**src/rtl/edge_ring_pkg.sv**
```systemverilog
package edge_ring_pkg;
  localparam int MAXW = 16;
  typedef logic [MAXW-1:0] wide_t;

  // Reflected Gray code to binary, for the low n bits.
  function automatic wide_t gray_to_bin(input wide_t g, input int n);
    wide_t b;
    logic acc;
    b = '0;
    acc = 1'b0;
    for (int i = MAXW - 1; i >= 0; i--) begin
      if (i < n) begin
        acc = acc ^ g[i];
        b[i] = acc;
      end
    end
    return b;
  endfunction

  // Binary to reflected Gray code; the bits above n must be zero.
  function automatic wide_t bin_to_gray(input wide_t b);
    return b ^ (b >> 1);
  endfunction

  // Bit mask covering the low n bits.
  function automatic wide_t low_mask(input int n);
    wide_t m;
    m = '0;
    for (int i = 0; i < MAXW; i++) begin
      if (i < n) m[i] = 1'b1;
    end
    return m;
  endfunction

  // Position one step further round a ring of 2^n positions.
  function automatic wide_t next_pos(input wide_t p, input int n);
    return (p + wide_t'(1)) & low_mask(n);
  endfunction

  // Rising edges seen so far: half the ring position, rounded up.
  function automatic wide_t rises_of_pos(input wide_t p, input int n);
    return next_pos(p, n) >> 1;
  endfunction
endpackage

```
**src/rtl/ring_event_detect.sv**
```systemverilog
module ring_event_detect #(
  parameter int RW = 3
) (
  input  logic [RW-1:0] pos,
  input  logic          sig_in,
  output logic          lvl_exp,
  output logic          adv,
  output logic          rise_ev,
  output logic          fall_ev
);
  always_comb begin
    lvl_exp = pos[0];
    adv     = sig_in ^ lvl_exp;
    rise_ev = adv & sig_in;
    fall_ev = adv & ~sig_in;
  end
endmodule

```
**src/rtl/gray_ring_state.sv**
```systemverilog
module gray_ring_state
  import edge_ring_pkg::*;
#(
  parameter int RW = 3
) (
  input  logic          clk,
  input  logic          rst_n,
  input  logic          adv,
  input  logic [RW-1:0] pos,
  output logic [RW-1:0] st
);
  wide_t nxt_w;
  logic [RW-1:0] st_nxt;

  always_comb begin
    nxt_w  = bin_to_gray(next_pos(wide_t'(pos), RW));
    st_nxt = adv ? nxt_w[RW-1:0] : st;
  end

  always_ff @(posedge clk or negedge rst_n) begin
    if (!rst_n) st <= '0;
    else        st <= st_nxt;
  end
endmodule

```
**src/rtl/ring_count_decode.sv**
```systemverilog
module ring_count_decode
  import edge_ring_pkg::*;
#(
  parameter int RW = 3
) (
  input  logic [RW-1:0] st,
  output logic [RW-1:0] pos,
  output logic [RW-2:0] rises
);
  wide_t pos_w;
  wide_t rise_w;

  always_comb begin
    pos_w  = gray_to_bin(wide_t'(st), RW);
    rise_w = rises_of_pos(pos_w, RW);
    pos    = pos_w[RW-1:0];
    rises  = rise_w[RW-2:0];
  end
endmodule

```
**src/rtl/edge_ring_counter.sv**
```systemverilog
module edge_ring_counter #(
  parameter int RING_W = 3
) (
  input  logic              clk,
  input  logic              rst_n,
  input  logic              sig_in,
  output logic [RING_W-2:0] rise_cnt,
  output logic [RING_W-1:0] edge_cnt
);
  logic [RING_W-1:0] st;
  logic [RING_W-1:0] pos;
  logic [RING_W-2:0] rises;
  logic lvl_exp, adv, rise_ev, fall_ev;

  ring_count_decode #(.RW(RING_W)) u_dec (
    .st(st), .pos(pos), .rises(rises)
  );

  ring_event_detect #(.RW(RING_W)) u_evt (
    .pos(pos), .sig_in(sig_in), .lvl_exp(lvl_exp),
    .adv(adv), .rise_ev(rise_ev), .fall_ev(fall_ev)
  );

  gray_ring_state #(.RW(RING_W)) u_state (
    .clk(clk), .rst_n(rst_n), .adv(adv), .pos(pos), .st(st)
  );

  assign edge_cnt = pos;
  assign rise_cnt = rises;
endmodule

```
**config.mk**
```make
export PLATFORM = sky130hd
export DESIGN_NAME = edge_ring_counter
export DESIGN_NICKNAME = d
export VERILOG_FILES = /design/src/rtl/edge_ring_pkg.sv /design/src/rtl/ring_event_detect.sv /design/src/rtl/gray_ring_state.sv /design/src/rtl/ring_count_decode.sv /design/src/rtl/edge_ring_counter.sv
export SDC_FILE = /design/constraint.sdc
export NUM_CORES = 1
export LEC_CHECK = 0
export ABC_CLOCK_PERIOD_IN_PS = 900
export BUFFER_PORTS_ARGS = -buffer_cell sky130_fd_sc_hd__buf_4
export CORE_AREA = 4 4 41 43
export CTS_CLUSTER_DIAMETER = 200
export DETAILED_ROUTE_END_ITERATION = 7
export DIE_AREA = 0 0 45 47
export MAX_ROUTING_LAYER = met4
export PLACE_DENSITY_LB_ADDON = 0.3
export SYNTH_ARGS = -nofsm -noshare
export SYNTH_HDL_FRONTEND = slang
export SYNTH_SLANG_ARGS = --single-unit
```
**constraint.sdc**
```tcl
create_clock -name clk -period 0.9 [get_ports clk]
set_clock_uncertainty 0.05 [all_clocks]
set_input_delay 0.09 -clock clk [delete_from_list [all_inputs] [get_ports clk]]
set_output_delay 0.09 -clock clk [all_outputs]
set_load 0.01 [all_outputs]
```
== After elaboration in Yosys (flattened, before gate mapping) ==
Cells that the tools add are included.

* Register bits: 3
* Input bits: 3
* Output and inout bits: 5
* Word-level logic and storage cells: 6

* Add/subtract/negate cells: 1
* Bitwise logic cells: 4

{| class="wikitable"
|+ Operators with widths
! operator !! number
|-
| 3-bit by 1-bit adder with 3-bit output, second input constant || 1
|-
| 1-bit XOR || 3
|-
| 3-bit by 2-bit XOR with 3-bit output || 1
|}

== Longest topological paths before layout ==
* Word-level depth: 4
* Gate-level depth with buffers: 3
* Depth with buffers taken out: 2

== By module ==
Synthesis repeated with hierarchy kept, for this count alone.

* Cell total of the unflattened synthesis: 22
* Area total of the unflattened synthesis: 262.8 um2

{| class="wikitable"
|+ Modules (own cells, without submodules)
! module !! instances !! cells an instance !! area an instance (um2) !! sequential area each (um2)
|-
| gray_ring_state || 1 || 11 || 163.9 || 75.1
|-
| ring_count_decode || 1 || 5 || 55.1 || 0.0
|-
| ring_event_detect || 1 || 6 || 43.8 || 0.0
|}

== Worst setup path before layout ==
No wires, ideal clock.

* Path type: register -> output
* From: register u_state.st[2]
* To: output port edge_cnt[0]
* Arrival: 939 ps
* Data required time: 760 ps
* Setup slack: -179 ps
* Cell stages (with the launch flop): 4
* Path buffers: 1
* Cell sequence: dfrtp_1 > xor2_2 > xor2_1 > buf_4

* Word-level cells in the longest chain between the ends: 2

{| class="wikitable"
|+ RTL lines
! element !! RTL line !! text
|-
| from (decl) || gray_ring_state.sv:10 || <nowiki>output logic [RW-1:0] st</nowiki>
|-
| from (signal assigned) || gray_ring_state.sv:22 || <nowiki>else st <= st_nxt;</nowiki>
|-
| 1-bit XOR || edge_ring_pkg.sv:13 || <nowiki>acc = acc ^ g[i];</nowiki>
|-
| via edge_cnt[1] || edge_ring_counter.sv:8 || <nowiki>output logic [RING_W-1:0] edge_cnt</nowiki>
|-
| 1-bit XOR || edge_ring_pkg.sv:13 ||
|-
| to (decl) || edge_ring_counter.sv:8 ||
|}

The timed path passes the listed nets, and every way through them passes these cells.

==> run_results.csv <==
group,metric,value,unit
timing,setup_viol,8,
detailed_routing,drt-total-wl,429,µm
global_routing,grt_usage,0.06046,
final_layout,fillCellCount,153,
pwr,total_power,1.645,mW
floorplan,core,1301,µm²
timing,relSlewSlack,0.8760,
logic_synthesis,ys_warn_count,0,
placement,portBuffers,7,
logic_synthesis,syn_area_per_cell,10.01,µm²
global_routing,grt_max_degree,6,
floorplan,dieArea,2115,µm²
global_routing,grt_pass1_vias,197,
clock_tree,root_buffer,"clkbuf_4",
run,max_cap_violations,0,
detailed_routing,drc,0,
worst_setup_path,r2r_cells,4,
logic_synthesis,synth_fp_nets,21,
logic_synthesis,synth_cell_types,12,
detailed_routing,top_layer_used,"met3",
pwr,power_density,4853,nW/µm²
timing,fmax,789.0,MHz
pwr,ir_worst_vdd,1234,µV
timing,hold_viol,0,
final_layout,finish.instance_area,339.1,µm²
global_routing,antenna_found_initial,0,
timing,final.setup.worst_slack,-0.3674,ns
detailed_routing,met3WireLength,52,µm
outcome,failed_checks,"setup timing",
clock_tree,cts.sinks,3,
timing,post-route-period-util,1.408,
timing,tns,-1.629,ns
placement,gp_congestion,0.6999,
floorplan,initial_utilization,0.1385,
placement,placed_cell_area,240.2,µm²
timing,holdWs,0.01940,ns
worst_setup_path,path_max_fanout,2,
timing,rsz0062_at_grt,"yes",
detailed_routing,wl_met2,199,µm
final_layout,layout_commonest_cell,"buf_4",
timing,final.min_clock_period,1.267,ns
detailed_routing,first_iter_violations,0,
clock_tree,cts_tree,"built",
detailed_routing,first_pass_iters,1,
worst_setup_path,critPathKind,"reg -> out",
pwr,leakagePower,0.1647,nW
detailed_routing,avgRoutedWirePerCell,9.128,µm
global_routing,overflow,0,
logic_synthesis,syn_area,180.2,µm²
clock_tree,clk_path_buf_depth,2,
floorplan,ios,8,
timing,drv_slew,0,
clock_tree,cts-buffers-inserted,3,
global_routing,grt_pass1_wl,828,µm
worst_setup_path,startpoint_type,"flop",
worst_setup_path,worstPathRequired,0.76,ns
final_layout,drive_gt1_frac,0.6250,
logic_synthesis,synth-seq-area-share,0.4167,
final_layout,final_cell_mix,"buf_4 (7), buf_6 (6), clkbuf_4 (3)",
clock_tree,cts_max_level,1,
worst_setup_path,end_kind,"output port",
floorplan,die_h,47,µm
worst_setup_path,worstSetupEndpoint,"edge_cnt[0]",
final_layout,num-nets-final,36,
worst_setup_path,timing.rr.end,"u_state.st[0]",
clock_tree,clock_latency,0.23,ns
detailed_routing,antenna_left,0,
detailed_routing,num_vias,166,
worst_setup_path,reg2reg_slack,-0.20,ns
outcome,status,"finished, violations left",
final_layout,antennaDiodeCount,0,
timing,worst_pin_slew,0.1848,ns
floorplan,die_w,45,µm
floorplan,row_count,13,
detailed_routing,viasPerCell,3.532,
clock_tree,path_clk_slew,0.04,ns
logic_synthesis,synth-seq-cells,3,
final_layout,synthToLayoutAreaGrowth,88.19,%
hold_path,hold_class,"in -> reg",
detailed_routing,wl_met1,177,µm
worst_setup_path,arrival,1.13,ns
logic_synthesis,synthCells,18,
==> worst min-delay path by stage <==
stage                     slack (ns)  cells after the start                    endpoint  startpoint
after global placement         -0.17                      1               u_state.st[0]       rst_n
after detailed placement       -0.17                      1  asynchronous set/reset pin       rst_n
after CTS                       0.02                      2               u_state.st[2]      sig_in
after global routing            0.02                      2               u_state.st[2]      sig_in
after floorplan                -0.26                      0  asynchronous set/reset pin       rst_n
final                           0.02                      2               u_state.st[2]      sig_in
==> layout make-up <==
type / instances / area [µm²] / area share
multi-input cells: 9 / 80.08 / 0.2362
clock buffers: 4 / 26.28 / 0.07749
flip-flops and latches: 3 / 76.32 / 0.2251
inverters: 2 / 7.507 / 0.02214
repair buffers: 14 / 130.1 / 0.3838
well taps: 15 / 18.77 / 0.05535
==> timing repair <==
| item | CTS | global route |
|---|---|---|
| pin swaps | 1 | 1 |
| hold buffers | 1 | 0 |
| hold endpoints to repair | 3 | 0 |
| endpoints found under the setup margin | 8 | 8 |
| setup buffers | 4 | 1 |
| resized for setup | 8 | 4 |
==> metrics by stage <==
stage	utilization	std cells	worst slack [ns]
after floorplan	-	18	-0.1790
after global placement	0.1846	38	-0.1035
after detailed placement	0.1846	38	-0.1244
after CTS	0.2538	47	-0.3811
after global routing	0.2606	47	-0.4708
final	0.2606	47	-0.3674
==> worst max-delay path, cell delays in order (launching register included) <==
cell and delay [ns]:
dfrtp_1 0.40, xor2_2 0.19, xor2_1 0.16, buf_4 0.14
==> cells by family (layout without fill, tap and decap cells) <==
kind of cell,count (synthesis),after routing,synth area share
AOI/OAI and AO/OA,4,4,0.1389
xor gates and xnor gates,2,2,0.1389
buffers and inverters,6,20,0.1875
DFF,3,3,0.4167
muxes,1,1,0.05556
and+or+nand+nor,2,2,0.06250
==> cell usage after synthesis (all sizes together) <==
master	count	area, µm²
and2b	1	7.510
buf	3	22.52
clkbuf	1	3.750
dfrtp	3	75.07
inv	2	7.510
mux2i	1	10.01
nand2	1	3.750
o21ai	2	10.01
o21bai	1	7.510
o31ai	1	7.510
xor2	2	25.03
==> power by group <==
group	total [mW]	leakage, nW	internal, mW	switching, mW
combinational	1.12	0.115	0.685	0.434
clock	0.233	0.0150	0.166	0.0670
sequential	0.293	0.0343	0.209	0.0836
==> routing by layer <==
metal | vias up | track usage
met4 | 0 | 0.07018
met1 | 77 | 0.05936
met5 | - | -
met3 | 0 | 0.02299
met2 | 8 | 0.08475
li1 | 81 | -
(Power assumes the default switching activity.)
